==> src/rtl/fes_pkg.sv <==
package fes_pkg;

  typedef enum logic [1:0] {
    SRC_REF = 2'd0,
    SRC_OWN = 2'd1,
    SRC_NBR = 2'd2,
    SRC_ALT = 2'd3
  } src_sel_e;

endpackage

==> src/rtl/fes_src_mux.sv <==
module fes_src_mux
  import fes_pkg::*;
#(
  parameter int PIX_W = 8
) (
  input  logic [1:0]       mode,
  input  logic [PIX_W-1:0] ref_pix,
  input  logic [PIX_W-1:0] own_pix,
  input  logic [PIX_W-1:0] nbr_pix,
  output logic [PIX_W-1:0] sel_pix
);

  src_sel_e mode_e;

  always_comb begin
    mode_e = src_sel_e'(mode);
    unique case (mode_e)
      SRC_OWN: sel_pix = own_pix;
      SRC_NBR: sel_pix = nbr_pix;
      default: sel_pix = ref_pix;
    endcase
  end

endmodule

==> src/rtl/fes_delay_line.sv <==
module fes_delay_line #(
  parameter int W     = 9,
  parameter int DEPTH = 31,
  parameter int SEL_W = 5
) (
  input  logic             clk,
  input  logic             rst_n,
  input  logic [SEL_W-1:0] sel,
  input  logic             in_valid,
  input  logic [W-1:0]     in_data,
  output logic             out_valid,
  output logic [W-1:0]     out_data
);

  generate
    if (DEPTH < 1) begin : g_wire
      assign out_valid = in_valid;
      assign out_data  = in_data;
    end else begin : g_shift
      logic [DEPTH-1:0] v_q;
      logic [W-1:0]     d_q [DEPTH];

      always_ff @(posedge clk) begin
        if (!rst_n) v_q <= '0;
        else if (DEPTH == 1) v_q <= in_valid;
        else v_q <= {v_q[DEPTH-2:0], in_valid};
      end

      always_ff @(posedge clk) begin
        d_q[0] <= in_data;
        for (int i = 1; i < DEPTH; i++) d_q[i] <= d_q[i-1];
      end

      always_comb begin
        int idx;
        idx = int'(sel);
        if (idx == 0 || idx > DEPTH) begin
          out_valid = in_valid;
          out_data  = in_data;
        end else begin
          out_valid = v_q[idx-1];
          out_data  = d_q[idx-1];
        end
      end
    end
  endgenerate

endmodule

==> src/rtl/fes_accum.sv <==
module fes_accum #(
  parameter int PIX_W  = 8,
  parameter int PIXELS = 16384,
  parameter int ACC_W  = 22
) (
  input  logic             clk,
  input  logic             rst_n,
  input  logic             fire,
  input  logic             first,
  input  logic [PIX_W-1:0] a_pix,
  input  logic [PIX_W-1:0] b_pix,
  output logic [ACC_W-1:0] fitness,
  output logic             done
);

  localparam int CNT_W = $clog2(PIXELS + 1);
  localparam logic [CNT_W-1:0] LAST = CNT_W'(PIXELS);

  logic [PIX_W-1:0] diff;
  logic [ACC_W-1:0] acc_q, acc_nxt;
  logic [CNT_W-1:0] cnt_q, cnt_nxt;
  logic             open_q;
  logic             take;

  always_comb begin
    diff = (a_pix > b_pix) ? (a_pix - b_pix) : (b_pix - a_pix);
    take = fire && (first || open_q);
    if (first) begin
      acc_nxt = ACC_W'(diff);
      cnt_nxt = CNT_W'(1);
    end else begin
      acc_nxt = acc_q + ACC_W'(diff);
      cnt_nxt = cnt_q + CNT_W'(1);
    end
  end

  always_ff @(posedge clk) begin
    if (!rst_n) begin
      acc_q   <= '0;
      cnt_q   <= '0;
      open_q  <= 1'b0;
      fitness <= '0;
      done    <= 1'b0;
    end else begin
      done <= 1'b0;
      if (take) begin
        acc_q <= acc_nxt;
        cnt_q <= cnt_nxt;
        if (cnt_nxt == LAST) begin
          fitness <= acc_nxt;
          done    <= 1'b1;
          open_q  <= 1'b0;
        end else begin
          open_q <= 1'b1;
        end
      end
    end
  end

endmodule

==> src/rtl/fes_lat_meter.sv <==
module fes_lat_meter #(
  parameter int LAT_W = 6
) (
  input  logic             clk,
  input  logic             rst_n,
  input  logic             head_sof,
  input  logic             tail_sof,
  output logic [LAT_W-1:0] lat_cycles
);

  localparam logic [LAT_W-1:0] LAT_MAX = '1;

  logic [LAT_W-1:0] run_cnt;
  logic             running;

  always_ff @(posedge clk) begin
    if (!rst_n) begin
      run_cnt    <= '0;
      running    <= 1'b0;
      lat_cycles <= '0;
    end else begin
      if (tail_sof) begin
        lat_cycles <= head_sof ? '0 : run_cnt;
        running    <= 1'b0;
      end else if (head_sof) begin
        run_cnt <= LAT_W'(1);
        running <= 1'b1;
      end else if (running && run_cnt != LAT_MAX) begin
        run_cnt <= run_cnt + LAT_W'(1);
      end
    end
  end

endmodule

==> src/rtl/frame_err_score.sv <==
module frame_err_score #(
  parameter int IMG_W   = 128,
  parameter int IMG_H   = 128,
  parameter int PIX_W   = 8,
  parameter int MAX_DLY = 31,
  parameter int LAT_W   = 6,
  parameter int DLY_W   = $clog2(MAX_DLY + 1),
  parameter int ACC_W   = PIX_W + $clog2(IMG_W * IMG_H)
) (
  input  logic             clk,
  input  logic             rst_n,
  input  logic [1:0]       cfg_mode,
  input  logic [DLY_W-1:0] cfg_delay,
  input  logic             cmp_valid,
  output logic             cmp_ready,
  input  logic             cmp_sof,
  input  logic [PIX_W-1:0] ref_pix,
  input  logic [PIX_W-1:0] own_pix,
  input  logic [PIX_W-1:0] nbr_pix,
  input  logic             res_valid,
  output logic             res_ready,
  input  logic             res_sof,
  input  logic [PIX_W-1:0] res_pix,
  output logic [ACC_W-1:0] fitness,
  output logic             done,
  output logic [LAT_W-1:0] lat_cycles
);

  localparam int PIXELS = IMG_W * IMG_H;

  logic [PIX_W-1:0] sel_pix;
  logic             dly_valid;
  logic [PIX_W:0]   dly_data;
  logic             pair_fire;

  fes_src_mux #(.PIX_W(PIX_W)) u_mux (
    .mode    (cfg_mode),
    .ref_pix (ref_pix),
    .own_pix (own_pix),
    .nbr_pix (nbr_pix),
    .sel_pix (sel_pix)
  );

  fes_delay_line #(.W(PIX_W + 1), .DEPTH(MAX_DLY), .SEL_W(DLY_W)) u_dly (
    .clk       (clk),
    .rst_n     (rst_n),
    .sel       (cfg_delay),
    .in_valid  (cmp_valid),
    .in_data   ({cmp_sof, sel_pix}),
    .out_valid (dly_valid),
    .out_data  (dly_data)
  );

  assign cmp_ready = 1'b1;
  assign res_ready = dly_valid;
  assign pair_fire = dly_valid && res_valid;

  fes_accum #(.PIX_W(PIX_W), .PIXELS(PIXELS), .ACC_W(ACC_W)) u_acc (
    .clk     (clk),
    .rst_n   (rst_n),
    .fire    (pair_fire),
    .first   (dly_data[PIX_W]),
    .a_pix   (res_pix),
    .b_pix   (dly_data[PIX_W-1:0]),
    .fitness (fitness),
    .done    (done)
  );

  fes_lat_meter #(.LAT_W(LAT_W)) u_lat (
    .clk        (clk),
    .rst_n      (rst_n),
    .head_sof   (cmp_valid && cmp_sof),
    .tail_sof   (pair_fire && res_sof),
    .lat_cycles (lat_cycles)
  );

endmodule

==> config.mk <==
export PLATFORM = sky130hd
export DESIGN_NAME = frame_err_score
export DESIGN_NICKNAME = d
export VERILOG_FILES = /design/src/rtl/fes_pkg.sv /design/src/rtl/fes_src_mux.sv /design/src/rtl/fes_delay_line.sv /design/src/rtl/fes_accum.sv /design/src/rtl/fes_lat_meter.sv /design/src/rtl/frame_err_score.sv
export SDC_FILE = /design/constraint.sdc
export NUM_CORES = 1
export LEC_CHECK = 0
export ABC_AREA = 1
export BUFFER_PORTS_ARGS = -buffer_cell sky130_fd_sc_hd__buf_2
export CAP_MARGIN = 20
export CORE_MARGIN = 2
export CORE_UTILIZATION = 25
export CTS_BUF_LIST = sky130_fd_sc_hd__clkbuf_16
export DETAILED_ROUTE_END_ITERATION = 6
export PLACE_DENSITY = 0.41
export SYNTH_ARGS = -nofsm -noshare
export SYNTH_HDL_FRONTEND = slang
export SYNTH_SLANG_ARGS = --single-unit
==> constraint.sdc <==
create_clock -name clk -period 8.25 [get_ports clk]
set_input_delay 0 -clock clk [delete_from_list [all_inputs] [get_ports clk]]
set_output_delay 0 -clock clk [all_outputs]
set_load 0.005 [all_outputs]
==> flow_metrics.tcl <==
set metrics [dict create \
    max_freq_ghz 0.184 \
    synth_largest_area_cell "dfxtp_1" \
    ir_worst_vdd_v 0.000149 \
    cp.arrival_ns 5.96 \
    grt-ovfl-total 0 \
    status "complete, no violations" \
    synth.cell_area_sq_um 14600 \
    totalWireLength_mm 40.2 \
    layout-drive-gt1-share_pct 10.4 \
    avgSynthCellArea_sq_um 8.24 \
    num_vias 11920 \
    synth_nets 1853 \
    crit_fanout 77 \
    cts_tree "yes" \
    drc 0 \
    gp_congestion 0.818 \
    critPathRequiredTime_ns 8.77 \
    fin_util_pct 30.1 \
    start_util_pct 25.3 \
    antenna_found_initial 4 \
    grt_first_pass_wirelength_mm 64.6 \
    drv_slew 0 \
    drt.antenna.violating_nets 0 \
    grt_max_degree 85 \
    ios 76 \
    die_w_um 246 \
    clock_path_buffers 3 \
    max_stage_delay_ns 0.76 \
    crit_type "primary input to register" \
    die_area_sq_um 60500 \
    cts_sinks 384 \
    skew_ns 0.0284 \
    antennaDiodeCount 0 \
    max_slew.worst_pin.slew_ns 0.999 \
    power.density_nw_per_um2 285 \
    dieHeight_um 246 \
    finalSetupViolCount 0 \
    fp-row-count 88 \
    track_usage_pct 13.4 \
    yosys_warnings 0 \
    critPathMostFrequentCell "nand2_1" \
    crit_slowest_cell "buf_4" \
    port_buffers 74 \
    wire_per_inst_um 15.3 \
    synthFlopType "dfxtp_1" \
    fin_nets 1908 \
    yosysTopAreaCellShare_pct 52.5 \
    hpwl_mm 25.1 \
    drt-pass1-iter-count 5 \
    rsz0062_at_grt "no" \
    startpoint_type "primary input" \
    ys_ff_latch 384 \
    finalCriticalPeriod_ns 5.44 \
    synthCells 1776 \
    core_sq_um 57800 \
    drtIter0Drc 664 \
    tns_ns 0 \
    clkLatencyLatePin_ns 0.59 \
    postSynth.asyncResetShare_pct 0 \
    synth_edf_count 0 \
    synth_cell_types 49 \
    vias_per_cell 4.53 \
    hold_viol_final 0 \
    areaGrowthSynthToFinish_pct 18.7 \
    hold_path.class "primary input to register" \
    htree_levels 2 \
    finalCritPeriodShare_pct 65.9 \
    slew_headroom_pct 33.4 \
    cts_root_buf "clkbuf_16" \
    first_global_vias 11709 \
    p_leak_nw 7.52 \
    yosys-top-cells-area "dfxtp_1, nand2_1, o21ai_0" \
    crit_path_end_kind "register" \
    drv_cap 0 \
    ff2ff_setup_slack_ns 3.25 \
    ys_seq_area_share_pct 52.5 \
    cts.clk_slew.worst_paths_ns 0.06 \
    cts_buffers 45 \
]
==> critical path: cells and delay by family <==
family                   cells  cell delay, ns
buffers and inverters        5            1.64
AND/OR/NAND/NOR             12            1.59
adder cells (fa/ha/maj)      2            0.67
XOR/XNOR                     1            0.16
AO/OA/AOI/OAI               10            1.81
==> final timing paths <==
path / from / end / cells past startpoint
hold reg to reg: u_dly.g_shift.d_q[21][2]$_DFF_P_ / u_dly.g_shift.d_q[22][2]$_DFF_P_ / 0
setup reg to reg: u_dly.g_shift.d_q[26][5]$_DFF_P_ / u_acc.fitness[21]$_SDFFE_PN0P_ / 28
hold / removal: cmp_sof / u_dly.g_shift.d_q[0][8]$_DFF_P_ / 2
setup / recovery: cfg_delay[0] / u_acc.fitness[21]$_SDFFE_PN0P_ / 30
==> report_power, final <==
part | internal, mW | switching [mW]
Combinational | 0.254 | 0.484
Clock | 1.25 | 0.822
Sequential | 2.05 | 0.0885
==> metrics by stage <==
step	total power [mW]	hold slack [ns]	cells	setup WS (ns)	instance area [sq um]
global route	5.23	0.133	2630	2.15	17400
finish	4.95	0.125	2630	2.81	17400
detailed placement	2.91	0.141	2527	2.22	15600
CTS	5.03	0.122	2630	2.82	17400
global placement	2.91	0.137	2527	2.16	15600
floorplan	2.68	0.0277	1776	2.59	14600
==> kinds of logic (layout without fill, tap and decap cells) <==
group / count (synthesis) / after routing / synth area share (%)
simple gates: 691 / 691 / 20.1
flops: 384 / 384 / 52.5
compound gates: 380 / 380 / 15.0
buf+inv: 254 / 343 / 7.36
xor+xnor: 34 / 34 / 2.14
fa+ha+maj: 32 / 32 / 2.89
other cells: 1 / 1 / 0.0256
==> layout by cell type (no fill, tap or decap), types with 4 or more instances in the layout <==
master,count
o211ai_1,16
inv_2,4
nand3_2,6
nand3_1,91
xor2_1,22
a21oi_1,101
nor3_1,15
inv_1,152
bufinv_16,8
a221oi_1,12
xnor2_1,10
nor2_1,190
dfxtp_1,384
o21ai_0,160
o22ai_1,35
nand4_1,36
dlygate4sd3_1,22
clkinv_1,6
o21ai_1,4
a211oi_1,8
nand2_1,327
o221ai_1,13
clkinvlp_4,5
nor2_2,5
clkbuf_16,45
ha_1,28
buf_2,73
a31oi_1,10
nand2_2,8
buf_4,15
a22o_1,5
clkinv_2,6
nor4_1,6
==> synth_stat cells (3+ instances only) <==
cell / instances
buf_4: 5
a21oi_1: 101
a22oi_1: 3
xor2_1: 22
nor4_1: 6
a31oi_1: 10
nand2_2: 8
xnor2_1: 10
inv_2: 4
a22o_1: 5
dfxtp_1: 384
o21ai_0: 160
inv_1: 145
ha_1: 29
o22ai_1: 35
nand2_1: 327
nor2_1: 190
a221oi_1: 12
fa_1: 3
o21a_1: 3
nand3_2: 6
o21ai_1: 4
nor3_1: 15
nand4_1: 36
nor2_2: 5
a211oi_1: 8
buf_2: 26
o211ai_1: 16
buf_6: 9
clkbuf_1: 57
nand3_1: 91
buf_1: 6
a221o_1: 3
o221ai_1: 13
==> area by class of cell <==
type                       count  area [sq um]
multi-input combinational   1138          5890
tap                          765           957
timing repair buffer         111           718
inverter                     151           572
sequential                   384          7690
clock inverter                36           432
clock buffer                  45          1130
fill                        6192         40400
==> timing repair <==
action / in CTS / in global routing
hold buffers: 22 / 0
setup buffers: 0 / 0
gates resized for setup: 0 / 0
endpoints found under the hold margin: 52 / 0
==> registers in the layout, indices dropped and copies added (netlist names) <==
name               cells
u_acc.open_q           1
u_dly.g_shift.v_q     31
u_acc.done             1
u_lat.run_cnt          6
u_lat.running          1
u_acc.cnt_q           15
u_acc.acc_q           22
u_acc.fitness         22
u_dly.g_shift.d_q    279
u_lat.lat_cycles       6
==> routing by layer <==
metal	GRT usage (%)	wire (um)	vias to the layer above
li1	-	-	6008
met1	17.9	19400	5669
met2	21.8	18300	176
met3	2.90	1820	59
met4	3.49	720	8
met5	0	35	-
(Power assumes the default switching activity.)
